==> src/rtl/mdio_pkg.sv <==
package mdio_pkg;

   // Phase of one management bit-time
   typedef enum logic [1:0] {
      PH_LO1 = 2'd0,
      PH_HI  = 2'd1,
      PH_LO2 = 2'd2
   } phase_e;

   localparam logic [1:0] START_CODE = 2'b01;
   localparam logic [1:0] OP_READ    = 2'b10;
   localparam logic [1:0] OP_WRITE   = 2'b01;
   localparam logic [1:0] TA_WRITE   = 2'b10;

endpackage

==> src/rtl/mdio_phase_tmr.sv <==
module mdio_phase_tmr #(
   parameter int PHASE_CYC = 125
) (
   input  logic clk,
   input  logic rst_n,
   input  logic run,
   output logic phase_end
);

   generate
      if (PHASE_CYC == 1) begin : g_single
         assign phase_end = run;
      end else begin : g_count
         localparam int CW = $clog2(PHASE_CYC);
         localparam logic [CW-1:0] LAST = CW'(PHASE_CYC - 1);
         logic [CW-1:0] cnt_q;

         always_ff @(posedge clk or negedge rst_n) begin
            if (!rst_n)
               cnt_q <= '0;
            else if (!run || cnt_q == LAST)
               cnt_q <= '0;
            else
               cnt_q <= cnt_q + 1'b1;
         end

         assign phase_end = run && (cnt_q == LAST);

         // the phase counter never passes its limit
         a_r3_cnt_range: assert property (@(posedge clk) disable iff (!rst_n)
            cnt_q <= LAST);
         // an idle timer restarts from zero
         a_r3_cnt_idle: assert property (@(posedge clk) disable iff (!rst_n)
            !run |=> cnt_q == '0);
      end
   endgenerate

endmodule

==> src/rtl/mdio_tx_shift.sv <==
module mdio_tx_shift #(
   parameter int W = 66
) (
   input  logic         clk,
   input  logic         rst_n,
   input  logic         load,
   input  logic [W-1:0] load_val,
   input  logic         shift,
   output logic         msb
);

   logic [W-1:0] sr_q;

   always_ff @(posedge clk or negedge rst_n) begin
      if (!rst_n)
         sr_q <= '0;
      else if (load)
         sr_q <= load_val;
      else if (shift)
         sr_q <= {sr_q[W-2:0], 1'b0};
   end

   assign msb = sr_q[W-1];

endmodule

==> src/rtl/mdio_rx_capture.sv <==
module mdio_rx_capture #(
   parameter int DATA_W = 16
) (
   input  logic              clk,
   input  logic              rst_n,
   input  logic              ack_en,
   input  logic              data_en,
   input  logic              din,
   output logic [DATA_W-1:0] rdata,
   output logic              ack_ok
);

   always_ff @(posedge clk or negedge rst_n) begin
      if (!rst_n) begin
         rdata  <= '0;
         ack_ok <= 1'b0;
      end else begin
         if (ack_en)
            ack_ok <= !din;
         if (data_en)
            rdata <= {rdata[DATA_W-2:0], din};
      end
   end

   // result registers move only when a capture strobe is present
   a_r11_hold: assert property (@(posedge clk) disable iff (!rst_n)
      !ack_en && !data_en |=> $stable(rdata) && $stable(ack_ok));

endmodule

==> src/rtl/mdio_master.sv <==
module mdio_master #(
   parameter int PHASE_CYC = 125,
   parameter int PRE_BITS  = 32,
   parameter int PHY_W     = 5,
   parameter int REG_W     = 5,
   parameter int DATA_W    = 16,
   parameter int IDLE_BITS = 2
) (
   input  logic              clk,
   input  logic              rst_n,
   input  logic              start_i,
   input  logic              rd_i,
   input  logic [PHY_W-1:0]  phy_i,
   input  logic [REG_W-1:0]  reg_i,
   input  logic [DATA_W-1:0] wdata_i,
   output logic [DATA_W-1:0] rdata_o,
   output logic              ack_ok_o,
   output logic              busy_o,
   output logic              done_o,
   output logic              mdc_o,
   output logic              mdio_o,
   output logic              mdio_oe_o,
   input  logic              mdio_i
);
   import mdio_pkg::*;

   localparam int HDR_BITS = 4 + PHY_W + REG_W;
   localparam int ACK_BIT  = PRE_BITS + HDR_BITS;
   localparam int RD_BITS  = ACK_BIT + 1 + DATA_W + IDLE_BITS;
   localparam int WR_BITS  = ACK_BIT + 2 + DATA_W + IDLE_BITS;
   localparam int FRAME_W  = WR_BITS;
   localparam int PAD_W    = FRAME_W - PRE_BITS - HDR_BITS;
   localparam int CNT_W    = $clog2(FRAME_W + 1);

   localparam logic [CNT_W-1:0] ACK_IDX  = CNT_W'(ACK_BIT);
   localparam logic [CNT_W-1:0] DLST_IDX = CNT_W'(ACK_BIT + DATA_W);
   localparam logic [CNT_W-1:0] RD_LAST  = CNT_W'(RD_BITS - 1);
   localparam logic [CNT_W-1:0] WR_LAST  = CNT_W'(WR_BITS - 1);

   generate
      if (PHASE_CYC < 1) begin : g_bad_phase
         $error("PHASE_CYC must be at least 1");
      end
      if (PRE_BITS < 1 || IDLE_BITS < 1) begin : g_bad_frame
         $error("PRE_BITS and IDLE_BITS must be at least 1");
      end
      if (DATA_W < 2) begin : g_bad_data
         $error("DATA_W must be at least 2");
      end
   endgenerate

   logic             busy_q;
   logic             done_q;
   logic             rd_q;
   phase_e           phase_q;
   logic [CNT_W-1:0] bit_q;
   logic             phase_end;
   logic             tx_msb;

   logic             accept;
   logic             bit_end;
   logic             frame_end;
   logic [CNT_W-1:0] last_idx;
   logic             in_rd_win;
   logic [FRAME_W-1:0] frame_vec;

   assign accept    = start_i && !busy_q;
   assign bit_end   = phase_end && (phase_q == PH_LO2);
   assign last_idx  = rd_q ? RD_LAST : WR_LAST;
   assign frame_end = bit_end && (bit_q == last_idx);
   assign in_rd_win = rd_q && (bit_q >= ACK_IDX) && (bit_q <= DLST_IDX);

   always_comb begin
      if (rd_i)
         frame_vec = {{PRE_BITS{1'b1}}, START_CODE, OP_READ, phy_i, reg_i,
                      {PAD_W{1'b0}}};
      else
         frame_vec = {{PRE_BITS{1'b1}}, START_CODE, OP_WRITE, phy_i, reg_i,
                      TA_WRITE, wdata_i, {IDLE_BITS{1'b0}}};
   end

   mdio_phase_tmr #(.PHASE_CYC(PHASE_CYC)) u_tmr (
      .clk       (clk),
      .rst_n     (rst_n),
      .run       (busy_q),
      .phase_end (phase_end)
   );

   mdio_tx_shift #(.W(FRAME_W)) u_tx (
      .clk      (clk),
      .rst_n    (rst_n),
      .load     (accept),
      .load_val (frame_vec),
      .shift    (bit_end),
      .msb      (tx_msb)
   );

   mdio_rx_capture #(.DATA_W(DATA_W)) u_rx (
      .clk     (clk),
      .rst_n   (rst_n),
      .ack_en  (bit_end && rd_q && (bit_q == ACK_IDX)),
      .data_en (bit_end && rd_q && (bit_q > ACK_IDX) && (bit_q <= DLST_IDX)),
      .din     (mdio_i),
      .rdata   (rdata_o),
      .ack_ok  (ack_ok_o)
   );

   always_ff @(posedge clk or negedge rst_n) begin
      if (!rst_n) begin
         busy_q  <= 1'b0;
         done_q  <= 1'b0;
         rd_q    <= 1'b0;
         phase_q <= PH_LO1;
         bit_q   <= '0;
      end else begin
         done_q <= frame_end;
         if (accept) begin
            busy_q  <= 1'b1;
            rd_q    <= rd_i;
            phase_q <= PH_LO1;
            bit_q   <= '0;
         end else if (busy_q && phase_end) begin
            unique case (phase_q)
               PH_LO1:  phase_q <= PH_HI;
               PH_HI:   phase_q <= PH_LO2;
               default: begin
                  phase_q <= PH_LO1;
                  if (frame_end)
                     busy_q <= 1'b0;
                  else
                     bit_q <= bit_q + 1'b1;
               end
            endcase
         end
      end
   end

   assign busy_o    = busy_q;
   assign done_o    = done_q;
   assign mdc_o     = busy_q && (phase_q == PH_HI);
   assign mdio_o    = busy_q && tx_msb;
   assign mdio_oe_o = busy_q && !in_rd_win;

   // nothing toggles on the link while idle
   a_r1_idle_quiet: assert property (@(posedge clk) disable iff (!rst_n)
      !busy_q |-> !mdc_o && !mdio_oe_o);
   // a frame only begins from a start pulse
   a_r2_busy_from_start: assert property (@(posedge clk) disable iff (!rst_n)
      $rose(busy_q) |-> $past(start_i));
   // done marks the cycle right after the frame
   a_r2_done_pulse: assert property (@(posedge clk) disable iff (!rst_n)
      done_q |-> !busy_q && $past(busy_q));
   // line value steady across the rising clock
   a_r3_stable_rise: assert property (@(posedge clk) disable iff (!rst_n)
      $rose(mdc_o) |-> $stable(mdio_o) && $stable(mdio_oe_o));
   // line value steady across the falling clock
   a_r3_stable_fall: assert property (@(posedge clk) disable iff (!rst_n)
      $fell(mdc_o) |-> $stable(mdio_o) && $stable(mdio_oe_o));
   // a start during a frame does not disturb it
   a_r10_start_ignored: assert property (@(posedge clk) disable iff (!rst_n)
      busy_q && start_i && !frame_end |=> busy_q && $stable(rd_q));

endmodule

==> config.mk <==
export PLATFORM = sky130hd
export DESIGN_NAME = mdio_master
export DESIGN_NICKNAME = d
export VERILOG_FILES = /design/src/rtl/mdio_pkg.sv /design/src/rtl/mdio_phase_tmr.sv /design/src/rtl/mdio_tx_shift.sv /design/src/rtl/mdio_rx_capture.sv /design/src/rtl/mdio_master.sv
export SDC_FILE = /design/constraint.sdc
export NUM_CORES = 1
export LEC_CHECK = 0
export ABC_AREA = 1
export BUFFER_PORTS_ARGS = -buffer_cell sky130_fd_sc_hd__buf_2
export CAP_MARGIN = 20
export CORE_ASPECT_RATIO = 0.8
export CORE_UTILIZATION = 25
export DETAILED_ROUTE_END_ITERATION = 7
export SLEW_MARGIN = 30
export SYNTH_ARGS = -nofsm -noshare
export SYNTH_HDL_FRONTEND = slang
export SYNTH_SLANG_ARGS = --single-unit
==> constraint.sdc <==
create_clock -name clk -period 3.4 [get_ports clk]
set_clock_uncertainty 0.2 [all_clocks]
set_input_delay 0.51 -clock clk [delete_from_list [all_inputs] [get_ports clk]]
set_output_delay 0.51 -clock clk [all_outputs]
set_load 0.02 [all_outputs]
==> results.md, run 1 <==
* Status: completed
* Crit. End Element: primary output
* Hold Startpoint: wdata_i[0]
* Nets at 595
* Register area share after synthesis at 54.59%
* Worst Hold Class: primary input to register
* Worst r2r src: busy_o
* Final std cells w/o fill at 790
* Slew of the pin with the lowest slew margin at 0.7564 ns
* Worst-path clk slew at 0.07 ns
* Top cells by area, synth: dfrtp_1 55%, nand2_1 10%, o21ai_0 5.5%
* Initial detailed-routing violation count at 216
* Latest clock arrival within the worst-skew pair at 0.35 ns
* Final Setup Violations at 0
* Site Rows at 43
* Hold-fix buffers, CTS at 1
* Synth Instances at 519
* Post-synth EDFFs at 0
* Top post-synthesis cells by count: 123 x nand2_1, 100 x dfrtp_1, 50 x o21ai_0, 43 x nand3_1, 41 x inv_1
* DR WL/cell at 11.82 um
* H-tree depth at 3
* Sink Count at 100
* Setup tns final at 0 ns
* Pwr Density at 416.0 nW/um^2
* RePlAce Congestion at 0.8017
* Dpl cells at 773
* Root Driver: clkbuf_16
* Max FO, Critical Path at 7
* Critical path origin: bit_q[0]
* Cell taking the most area after synthesis: dfrtp_1
* Main flop type after synthesis: dfrtp_1
* Hpwl dp at 5977 um
* Worst setup margin at 0.7720 ns
* Post-CTS sizing at 0
* Antenna Violating Nets Remaining at 0
* Netlist cell types at 34
* Slew Viols, Final at 0
* Global-route wire length before repair at 15700 um
* WP data arrival at 1.92 ns
* Setup CP Type: register to primary output
* Ant diodes at 0
* Tightest hold margin at 0.1720 ns
* Synth top area share at 54.59%
* Initial Util at 25.98%
* R2r worst-path depth at 7
* Final worst path period share at 77.29%
* TritonCTS clock tree: built
* Period minus WS final at 2.628 ns
* Most frequent cell after synthesis: nand2_1
* Leak pwr at 2.550 nW
* Worst Hold Depth at 3
* Final wirelength at 9340 um
* Peak Freq at 380.5 MHz
* Avg Cell Area, Syn at 8.833 um^2
* DIE AREA at 18890 um^2
* Post-synthesis register bit count at 100
* Number of global-route vias before repair at 3190
* Via count at 3499
* Largest net degree at the start of global routing at 80
* RSZ-0062 raised after global routing: false
* CP Launch Type: register
* CORE AREA at 17650 um^2
* Finished Core Util at 30.03%
* VDD IR-drop max at 0.0002383 V
* GR Util All Layers at 10.41%
* PortBufs at 52
* Share of post-route cells with drive strength above 1 at 16.46%
* Longest Clk Path Bufs at 2
* Area delta synth->final at 15.58%
* I/O pin count at 53
* Cell area after synthesis at 4584 um^2
* FFs w/ async S/R, synth at 100.0%
* Place WS at 1.126 ns
* Post-CTS Setup Repair Bufs at 0
* Worst Path Required at 2.69 ns
* Synth warn at 0
* Gr ovfl total at 0
* DRT Pass-1 Iters at 4
* DRC viols at 0
* Final hold vios at 0
* Syn Nets at 554
* Height of the die at 123.1 um
* Num CTS Buffers at 9
* Max-slew headroom at the worst pin at 49.52%
* Vias/cell at 4.429
* Max_cap viols at 0
* Initial antenna violation count at 0
* Chip width at 153.4 um
[layout make-up]
cell class                 instances  area, um^2
fill                            1861       12350
sequential                       100        2502
multi-input combinational        346        1743
timing repair buffer              59       330.3
tap                              225       281.5
clock buffer                       9       225.2
inverter                          44       165.2
clock inverter                     7       51.30
[metal layers]
metal	part of all wire [%]	global-route usage, %	vias to the layer above
met4	1.0	2.813	0
met5	0	0	-
li1	-	-	1785
met1	52	14.57	1645
met2	43	15.55	60
met3	3.9	3.120	9
[final timing paths]
check | end | slack [ns]
setup / recovery | mdio_oe_o | 0.77
hold / removal | u_tx.sr_q[2] | 0.17
setup reg to reg | u_tx.sr_q[19] | 1.13
hold reg to reg | u_rx.rdata[15] | 0.27
max in group asynchronous | u_rx.rdata[2] | 1.90
min in group asynchronous | u_tx.sr_q[27] | 0.39
[sequential cells by signal, indices dropped and copies added (netlist names)]
register             flops
u_rx.rdata              16
u_tx.sr_q               64
busy_o                   1
phase_q                  2
u_rx.ack_ok              1
rd_q                     1
bit_q                    7
done_o                   1
u_tmr.g_count.cnt_q      7
[kinds of logic (layout without fill, tap and decap cells)]
logic type                 Yosys count  in the layout  share of synthesized area [%]
AOI/OAI and AO/OA                  109            109                          13.73
buffers and inverters               73            119                          7.396
DFF                                100            100                          54.59
adders and majority gates            4              4                          1.092
xor gates and xnor gates             2              2                         0.3822
and+or+nand+nor                    231            231                          22.82
[critical path, cell delays in order, from the launching register on]
cell and delay [ns]:
dfrtp_1 0.45, inv_1 0.12, ha_1 0.20, inv_1 0.05
nor2_1 0.04, nand3_1 0.07, inv_1 0.06, or2_2 0.27
a21oi_1 0.11, buf_2 0.19
[power breakdown]
group / total [mW] / internal (mW) / switching (mW)
clock network: 0.971 / 0.502 / 0.469
registers: 1.19 / 1.19 / 0
logic: 0.0448 / 0.0156 / 0.0292
total: 2.20 / 1.71 / 0.498
[cells in the final DEF, fill, tap and decap left out, types with 3 or more instances in the layout]
cell,count
nand3_1,43
inv_2,3
inv_1,41
nand2_4,4
o21ai_0,50
buf_4,6
nor3_1,5
clkbuf_16,9
dfrtp_1,100
a22oi_1,15
nand2_1,123
buf_2,51
a21oi_1,22
ha_1,4
o21ai_1,5
o211ai_1,16
clkinv_2,3
nor2_1,39
[metrics by stage]
| stage | total power [mW] | instance area (um^2) |
|---|---|---|
| after floorplan | 1.212 | 4584 |
| after global placement | 1.258 | 5012 |
| after detailed placement | 1.258 | 5012 |
| after CTS | 2.232 | 5299 |
| after global routing | 2.281 | 5299 |
| final | 2.204 | 5299 |
(Power assumes the default switching activity.)
==> run 2: changes to the inputs <==
clock period = 2.5 ns   (was 3.4 ns; I/O delays follow)
==> run 2 against run 1 <==
Compared with the run above:
- total power is 41% higher
- hold slack worse by 0.14 ns
- critical path depth did not move
- design area up 2.5%
- register-to-register slack worse by 0.58 ns
- global-route usage is 0.36 points higher
- highest routed layer unchanged
==> results.md, run 2 (same netlist as run 1, synthesis figures left out) <==
* Number of global-route vias before repair at 3407 (was 3190)
* Commonest non-fill, non-tap cell in the layout: nand2_1 (unchanged)
* Share of post-route cells with drive strength above 1 at 18.64% (was 16.46%)
* Worst Hold Class: primary input to register (unchanged)
* Gr ovfl total at 0 (unchanged)
* I/O pin count at 53 (unchanged)
* Leak pwr at 2.608 nW (was 2.550 nW)
* PortBufs at 52 (unchanged)
* Crit-path cells: inv_2 -> ha_2 -> inv_1 -> nor2_1 -> nand3_1 -> inv_2 -> or2_2 -> a21oi_2 -> buf_6 (was inv_1 -> ha_1 -> inv_1 -> nor2_1 -> nand3_1 -> inv_1 -> or2_2 -> a21oi_1 -> buf_2)
* Final std cells w/o fill at 799 (was 790)
* Num CTS Buffers at 9 (unchanged)
* Crit. End Element: primary output (unchanged)
* Commonest non-fill, non-tap cells in the layout: 123 x nand2_1, 98 x dfrtp_1, 50 x o21ai_0, 50 x buf_2, 43 x nand3_1 (was 123 x nand2_1, 100 x dfrtp_1, 51 x buf_2, 50 x o21ai_0, 43 x nand3_1)
* Nets at 604 (was 595)
* Worst Path Required at 1.92 ns (was 2.69 ns)
* Vias/cell at 4.486 (was 4.429)
* Finished Core Util at 30.78% (was 30.03%)
* Latest clock arrival within the worst-skew pair at 0.34 ns (was 0.35 ns)
* Max_cap viols at 0 (unchanged)
* Pwr Density at 570.5 nW/um^2 (was 416.0 nW/um^2)
* Area delta synth->final at 18.48% (was 15.58%)
* Cell mode on critical path: inv_2 (was inv_1)
* Slew Viols, Final at 0 (unchanged)
* WP data arrival at 1.79 ns (was 1.92 ns)
* Crit-path slowest cell: dfrtp_2 (was dfrtp_1)
* TritonCTS clock tree: built (unchanged)
* Sink Count at 100 (unchanged)
* Period minus WS final at 2.367 ns
* DRT Pass-1 Iters at 4 (unchanged)
* Height of the die at 123.1 um (unchanged)
* Status: completed (unchanged)
* Setup CP Type: register to primary output (unchanged)
* CORE AREA at 17650 um^2 (unchanged)
* Root Driver: clkbuf_16 (unchanged)
* Critical path's largest stage delay at 0.41 ns (was 0.45 ns)
* Initial antenna violation count at 0 (unchanged)
* Site Rows at 43 (unchanged)
* Antenna Violating Nets Remaining at 0 (unchanged)
* Peak Freq at 422.5 MHz
* Initial detailed-routing violation count at 294 (was 216)
* H-tree depth at 3 (unchanged)
* Largest net degree at the start of global routing at 56 (was 80)
* RePlAce Congestion at 0.8075 (was 0.8017)
* DR WL/cell at 11.89 um (was 11.82 um)
* Global-route wire length before repair at 16490 um (was 15700 um)
* WL met1 at 4789 um (was 4846 um)
* Metal3 WL at 373 um (was 361 um)
* Wire length on met2 at 4240 um (was 4034 um)
* Hpwl dp at 6270 um (was 5977 um)
* Final worst path period share at 94.68%
* GR Util All Layers at 10.77% (was 10.41%)
* Reg2reg setup slack at 0.55 ns (was 1.13 ns)
* Final hold vios at 0 (unchanged)
* Slew of the pin with the lowest slew margin at 0.5626 ns (was 0.7564 ns)
* Worst-path clk slew at 0.07 ns (about the same)
* Via count at 3584 (was 3499)
* Max FFs per register at 64 (unchanged)
* Chip width at 153.4 um (unchanged)
* Max FO, Critical Path at 5 (was 7)
* Ant diodes at 0 (unchanged)
* Top sig layer: met4 (unchanged)
* RSZ-0062 raised after global routing: false (unchanged)
* Top reg by flops: u_tx.sr_q (unchanged)
* Final Setup Violations at 0 (unchanged)
* Max-slew headroom at the worst pin at 62.49% (was 49.52%)
* Largest regs: u_tx.sr_q x64, u_rx.rdata x16 (unchanged)
* Initial Util at 25.98% (unchanged)
* Setup tns final at 0 ns (unchanged)
* Final wirelength at 9497 um (was 9340 um)
* DRC viols at 0 (unchanged)
* CP Launch Type: register (unchanged)
* Longest Clk Path Bufs at 2 (unchanged)
* Dpl cells at 778 (was 773)
* DIE AREA at 18890 um^2 (unchanged)
* VDD IR-drop max at 0.0002938 V (was 0.0002383 V)
-- run 2: worst paths after layout --
kind / start / to / cells past startpoint
max: bit_q[0] / mdio_oe_o / 9
max in group asynchronous: rst_n / bit_q[1] / 3
min: reg_i[0] / u_tx.sr_q[20] / 3
max reg2reg: busy_o / u_tx.sr_q[12] / 6
min reg2reg: u_rx.ack_ok / u_rx.ack_ok / 2
min in group asynchronous: rst_n / u_tx.sr_q[30] / 2
-- run 2: what timing repair did --
| action | CTS | global route |
|---|---|---|
| hold endpoints to repair | 39 | 0 |
| pin swaps | 0 | 2 |
| setup endpoints to repair | 1 | 1 |
| resized for setup | 2 | 6 |
| setup buffers | 0 | 4 |
| gates cloned | 0 | 0 |
| hold buffers | 1 | 0 |
-- run 2: cell type report --
| class | instances | area (um^2) |
|---|---|---|
| clock buffer | 11 | 242.7 |
| multi-input combinational | 346 | 1749 |
| fill | 1854 | 12220 |
| clock inverter | 5 | 58.81 |
| sequential | 100 | 2505 |
| tap | 225 | 281.5 |
| inverter | 44 | 165.2 |
| timing repair buffer | 68 | 429.2 |
-- run 2: per-layer routing --
layer	GRT usage, %	vias to the layer above
li1	-	1807
met1	14.67	1703
met2	16.75	64
met3	3.120	10
met4	2.813	0
met5	0	-
-- run 2: power breakdown --
part / internal, mW / switching (mW)
clock: 0.806 / 0.612
sequential: 1.62 / 0
combinational: 0.0232 / 0.0405
total: 2.45 / 0.653
-- run 2: per-stage QoR --
step	cell area [um^2]	power, mW	setup slack (ns)	hold slack [ns]
6_report	5431	3.098	0.1330	0.03400
3_5_place_dp	5075	1.714	0.3136	0.2140
2_1_floorplan	4584	1.649	0.4240	-0.1206
5_1_grt	5431	3.221	0.01707	0.04401
4_1_cts	5390	3.135	0.0007492	0.02552
3_3_place_gp	5075	1.714	0.3643	0.2159
-- run 2: worst max-delay path: cells and delay by family (launching register included) --
| kind | cells | cell delay, ns |
|---|---|---|
| AOI/OAI and AO/OA | 1 | 0.17 |
| DFF | 1 | 0.41 |
| adders and majority gates | 1 | 0.17 |
| buffers and inverters | 4 | 0.28 |
| and+or+nand+nor | 3 | 0.41 |
